==> src/rtl/ffx_pkg.sv <==
package ffx_pkg;

    // Plug count fixes the register layout: plugs, class bit, module bit.
    localparam int unsigned PLUGS     = 6;
    localparam int unsigned REG_W     = PLUGS + 2;
    localparam int unsigned STOP_POS  = REG_W + 1;
    localparam int unsigned MERGE_POS = REG_W + 2;

    typedef enum logic [1:0] {
        SLOT_START,
        SLOT_DATA,
        SLOT_STOP,
        SLOT_IDLE
    } slot_e;

    typedef struct packed {
        logic             module_fault;
        logic             batt_uv;
        logic [PLUGS-1:0] over_cur;
        logic [PLUGS-1:0] open_load;
    } fault_evt_t;

    // Packed order puts plug bits at the LSBs: bit0 = plug 1 ... bit7 = module.
    typedef struct packed {
        logic             module_bit;
        logic             class_bit;
        logic [PLUGS-1:0] plug_bits;
    } fault_reg_t;

    function automatic slot_e slot_of(input int unsigned pos);
        if (pos == 0)
            return SLOT_START;
        else if (pos <= REG_W)
            return SLOT_DATA;
        else if (pos == STOP_POS)
            return SLOT_STOP;
        return SLOT_IDLE;
    endfunction

    // Class bit selects the meaning of the plug bits: 0 open-load, 1 overcurrent.
    function automatic fault_reg_t encode_faults(input fault_evt_t ev,
                                                 input logic [PLUGS-1:0] oc_hist);
        fault_reg_t       r;
        logic [PLUGS-1:0] oc_all;
        oc_all       = oc_hist | ev.over_cur;
        r.module_bit = ev.module_fault | ev.batt_uv;
        r.class_bit  = (|oc_all) | ev.batt_uv;
        if (|oc_all)
            r.plug_bits = oc_all;
        else if (ev.batt_uv)
            r.plug_bits = '0;
        else
            r.plug_bits = ev.open_load;
        return r;
    endfunction

endpackage

==> src/rtl/ffx_cadence.sv <==
module ffx_cadence
    import ffx_pkg::*;
#(
    parameter int unsigned FRAME_EDGES = 32,
    parameter int unsigned CNT_W       = 5
) (
    input  logic             clk,
    input  logic             rst,
    input  logic             edge_stb,
    output logic [CNT_W-1:0] pos_o,
    output slot_e            slot_o,
    output logic             merge_o
);

    localparam bit POW2 = (FRAME_EDGES == (1 << CNT_W));

    logic [CNT_W-1:0] pos_q;
    logic [CNT_W-1:0] pos_next;

    generate
        if (POW2) begin : g_natural_wrap
            always_comb pos_next = pos_q + CNT_W'(1);
        end else begin : g_compare_wrap
            always_comb pos_next = (pos_q == CNT_W'(FRAME_EDGES - 1)) ? '0
                                                                      : pos_q + CNT_W'(1);
        end
    endgenerate

    always_ff @(posedge clk) begin
        if (rst)
            pos_q <= '0;
        else if (edge_stb)
            pos_q <= pos_next;
    end

    assign pos_o   = pos_q;
    assign slot_o  = slot_of(32'(pos_q));
    assign merge_o = edge_stb && (32'(pos_q) == MERGE_POS);

endmodule

==> src/rtl/ffx_collect.sv <==
module ffx_collect
    import ffx_pkg::*;
(
    input  logic       clk,
    input  logic       rst,
    input  fault_evt_t evt_i,
    input  logic       merge_i,
    output fault_reg_t reg_o
);

    logic [PLUGS-1:0] oc_hist_q;
    fault_evt_t       pend_q;
    fault_evt_t       pend_all;
    fault_reg_t       reg_q;

    assign pend_all = fault_evt_t'(pend_q | evt_i);

    always_ff @(posedge clk) begin
        if (rst) begin
            oc_hist_q <= '0;
            pend_q    <= '0;
            reg_q     <= '0;
        end else begin
            oc_hist_q <= oc_hist_q | evt_i.over_cur;
            if (merge_i) begin
                reg_q  <= encode_faults(pend_all, oc_hist_q);
                pend_q <= '0;
            end else begin
                pend_q <= pend_all;
            end
        end
    end

    assign reg_o = reg_q;

endmodule

==> src/rtl/ffx_shifter.sv <==
module ffx_shifter
    import ffx_pkg::*;
#(
    parameter int unsigned CNT_W = 5
) (
    input  logic             clk,
    input  logic             rst,
    input  logic             edge_stb,
    input  logic [CNT_W-1:0] pos_i,
    input  slot_e            slot_i,
    input  fault_reg_t       reg_i,
    output logic             pull_low_o
);

    localparam int unsigned IDX_W = $clog2(REG_W);

    logic [REG_W-1:0] reg_v;
    logic [IDX_W-1:0] bit_idx;
    logic             next_pull;
    logic             pull_q;

    assign reg_v   = reg_i;
    assign bit_idx = IDX_W'(pos_i - CNT_W'(1));

    always_comb begin
        unique case (slot_i)
            SLOT_START: next_pull = 1'b1;
            SLOT_DATA:  next_pull = ~reg_v[bit_idx];
            SLOT_STOP:  next_pull = 1'b0;
            default:    next_pull = 1'b0;
        endcase
    end

    always_ff @(posedge clk) begin
        if (rst)
            pull_q <= 1'b0;
        else if (edge_stb)
            pull_q <= next_pull;
    end

    assign pull_low_o = pull_q;

endmodule

==> src/rtl/fault_frame_tx.sv <==
module fault_frame_tx
    import ffx_pkg::*;
#(
    parameter int unsigned FRAME_EDGES = 32
) (
    input  logic             clk,
    input  logic             rst,
    input  logic             edge_stb,
    input  logic [PLUGS-1:0] open_load,
    input  logic [PLUGS-1:0] over_cur,
    input  logic             batt_uv,
    input  logic             module_fault,
    output logic             do_pull_low
);

    localparam int unsigned CNT_W = $clog2(FRAME_EDGES);

    logic [CNT_W-1:0] edge_pos;
    slot_e            edge_slot;
    logic             merge_now;
    fault_evt_t       evt;
    fault_reg_t       fault_reg;

    assign evt.module_fault = module_fault;
    assign evt.batt_uv      = batt_uv;
    assign evt.over_cur     = over_cur;
    assign evt.open_load    = open_load;

    ffx_cadence #(
        .FRAME_EDGES(FRAME_EDGES),
        .CNT_W      (CNT_W)
    ) u_cadence (
        .clk     (clk),
        .rst     (rst),
        .edge_stb(edge_stb),
        .pos_o   (edge_pos),
        .slot_o  (edge_slot),
        .merge_o (merge_now)
    );

    ffx_collect u_collect (
        .clk    (clk),
        .rst    (rst),
        .evt_i  (evt),
        .merge_i(merge_now),
        .reg_o  (fault_reg)
    );

    ffx_shifter #(
        .CNT_W(CNT_W)
    ) u_shifter (
        .clk       (clk),
        .rst       (rst),
        .edge_stb  (edge_stb),
        .pos_i     (edge_pos),
        .slot_i    (edge_slot),
        .reg_i     (fault_reg),
        .pull_low_o(do_pull_low)
    );

endmodule

==> config.mk <==
export PLATFORM = sky130hd
export DESIGN_NAME = fault_frame_tx
export DESIGN_NICKNAME = d
export VERILOG_FILES = /design/src/rtl/ffx_pkg.sv /design/src/rtl/ffx_cadence.sv /design/src/rtl/ffx_collect.sv /design/src/rtl/ffx_shifter.sv /design/src/rtl/fault_frame_tx.sv
export SDC_FILE = /design/constraint.sdc
export NUM_CORES = 1
export LEC_CHECK = 0
export BUFFER_PORTS_ARGS = -buffer_cell sky130_fd_sc_hd__buf_2
export CORE_UTILIZATION = 31
export CTS_CLUSTER_DIAMETER = 100
export DETAILED_ROUTE_END_ITERATION = 8
export HOLD_SLACK_MARGIN = 0.05
export PLACE_DENSITY = 0.54
export SYNTH_ARGS = -nofsm -noshare
export SYNTH_HDL_FRONTEND = slang
export SYNTH_SLANG_ARGS = --single-unit
==> constraint.sdc <==
create_clock -name clk -period 1.7 [get_ports clk]
set_input_delay 0.17 -clock clk [delete_from_list [all_inputs] [get_ports clk]]
set_output_delay 0.17 -clock clk [all_outputs]
set_load 0.02 [all_outputs]
==> flow_summary_export.csv <==
group,metric,value,unit
outcome,outcome,"finished clean",
placed_design,dp_hpwl,2.098,mm
synth,avgSynthCellArea,8.985,um2
worst_setup_path,crit_fanout,5,
global_routing,grt_pass1_wl,4.595,mm
cts,tritoncts,"built",
finish,drive_above_1_share,0.2611,
sta,worst_slew_pin_slew,0.2942,ns
detailed_routing,firstDrtPassIters,4,
power_and_ir_drop,cellPowerDensity,970.4,mW/mm2
cts,cts_buffers,5,
placed_design,place_congestion,0.8320,
synth,syn_area,0.001339,mm2
finish,antenna_cells,0,
synth,yosysTopAreaCell,"dfxtp_1",
cts,htree_levels,2,
global_routing,grt_usage,0.1407,
sta,period_share,0.9395,
placed_design,portBuffers,17,
worst_setup_path,startpoint_type,"flop",
detailed_routing,wl,2.702,mm
global_routing,grt_overflow,0,
synth,async_flop_share,0,
synth,yosysWarnings,0,
cts,clock_latency,0.28,ns
detailed_routing,post_drt_wl_per_cell,11.75,um
sta,fmax,0.6261,GHz
sta,slew_headroom,0.8020,
synth,ys_types,34,
sta,skew,0.005840,ns
synth,synth_top_cells_by_area,"dfxtp_1 (51%), nor2_1 (15%), nor3_1 (3.4%), ha_1 (2.8%), mux2i_1 (2.2%)",
floorplanning,num_rows,23,
power_and_ir_drop,leakage,0.6965,nW
power_and_ir_drop,total_power,1.629,mW
worst_setup_path,cp.arrival,1.79,ns
detailed_routing,drc_errors,0,
synth,synth_nets,169,
placed_design,dp.cells,222,
sta,drv_slew,0,
min_path,hp-class,"in -> reg",
floorplanning,dieArea,0.004585,mm2
floorplanning,die_h,67.72,um
synth,ys.flop_type,"dfxtp_1",
global_routing,grt_max_degree,15,
worst_setup_path,worst-setup-path-type,"reg -> reg",
synth,postSynthRegisterBits,34,
sta,setup_viol,0,
detailed_routing,via_count,1090,
job,drv_cap,0,
detailed_routing,via_per_inst,4.739,
finish,syn_to_final_growth,25.42,%
cts,cts_num_sinks,34,
finish,fin_nets,199,
sta,hold_viol_final,0,
cts,hold_buffers,0,
finish,post-route-util,0.4109,
synth,synth_cells,149,
synth,yosys.area.top_type_share,0.5084,
floorplanning,core-area,0.004086,mm2
global_routing,grt_pass1_vias,1002,
synth,synth-edff-count,0,
detailed_routing,ant_nets,0,
global_routing,grt_antenna_before_repair,0,
detailed_routing,drtIter0Drc,41,
power_and_ir_drop,peakVddDrop,445.7,uV
cts,clk_pin_slew,0.07,ns
sta,rsz0062_at_grt,"no",
cts,clockBufferDepth,2,
floorplanning,ios,18,
worst_setup_path,worstSetupEndpointType,"flop",
synth,yosysSeqAreaShare,0.5084,
finish,fin_cells,230,
cts,cts_setup_buffers,0,
worst_setup_path,required,1.90,ns
sta,fin_crit,1.597,ns
cts,clk_root_buffer_cell,"clkbuf_8",
floorplanning,initial_core_util,0.3276,
floorplanning,die_x,67.72,um
cts,cts_resized,0,
metal layers:
metal / up-vias / routed length, um / global-route usage
met5: - / 0 / 0
met4: 0 / 77 / 0.07979
met3: 9 / 103 / 0.04561
met2: 20 / 1285 / 0.2203
met1: 496 / 1236 / 0.1673
li1: 565 / - / -
worst max-delay path, stage by stage (launching register included):
cell	delay, ns
dfxtp_1	0.33
inv_4	0.07
ha_4	0.14
nand2_4	0.05
or3_4	0.33
or4_4	0.46
o32ai_1	0.12
layout make-up:
| cell class | instances | area (um2) |
|---|---|---|
| Clock buffer | 7 | 86.33 |
| Clock inverter | 1 | 5.005 |
| Fill cell | 437 | 2407 |
| Inverter | 2 | 10.01 |
| Multi-Input combinational cell | 107 | 646.9 |
| Sequential cell | 34 | 680.7 |
| Tap cell | 50 | 62.56 |
| Timing Repair Buffer | 29 | 187.7 |
worst paths after layout:
kind / endpoint / slack [ns] / start / cells after the start
max: u_collect.reg_o[0] / 0.10 / u_cadence.pos_o[0] / 6
min: u_collect.pend_q[0] / 0.12 / open_load[0] / 3
max reg2reg: u_collect.reg_o[0] / 0.10 / u_cadence.pos_o[0] / 6
min reg2reg: u_collect.pend_q[2] / 0.46 / u_collect.pend_q[2] / 2
kinds of logic after synthesis:
kind of cell | share of synthesized area
and+or+nand+nor | 0.2981
DFF | 0.5084
AOI/OAI and AO/OA | 0.06262
buffers and inverters | 0.02897
muxes | 0.04766
xor gates and xnor gates | 0.02617
adders and majority gates | 0.02804
placed cells by master, fill, tap and decap left out, types with 2 or more instances in the layout:
master,instances
nor2_1,52
dfxtp_1,34
buf_2,17
buf_4,11
nor3_1,9
clkbuf_8,6
nor4_1,4
nand4_1,3
nand2b_1,3
o22ai_1,3
mux2i_1,3
xor2_1,3
a21oi_1,2
and2_1,2
ha_1,2
repair_timing:
action,CTS,global route
cloned,0,0
pin swaps,1,1
endpoints found under the setup margin,2,1
through the flow:
stage | worst slack (ns) | area, um2 | setup TNS (ns) | hold slack [ns]
2_1_floorplan | -0.08091 | 1379 | -0.3353 | 0.2858
3_3_place_gp | 0.04626 | 1588 | 0 | 0.4034
3_5_place_dp | 0.01192 | 1588 | 0 | 0.4131
4_1_cts | 0.07515 | 1679 | 0 | 0.1135
5_1_grt | 0.01536 | 1679 | 0 | 0.1350
6_report | 0.1028 | 1679 | 0 | 0.1199
cell usage after synthesis (2+ instances only):
cell type and instances:
nor2_1 52, o32ai_1 2, inv_1 2, a21oi_1 2, xor2_1 3, dfxtp_1 34, and2_1 2, mux2i_1 3
nor3_1 9, nand2b_1 3, ha_1 3, nor4_1 4, clkbuf_1 4, nand4_1 3, nand2_1 2, o22ai_1 3
flip-flops by register name, summed over array words and instances (netlist names):
signal / flops
u_collect.pend_q: 14
u_shifter.pull_low_o: 1
u_collect.reg_o: 8
u_cadence.pos_o: 5
u_collect.oc_hist_q: 6
report_power, final:
group	internal (mW)	switching (mW)
logic	0.0790	0.0886
clock network	0.326	0.279
registers	0.837	0.0192
total	1.24	0.387
No activity file was read; power rests on OpenSTA's default activity.
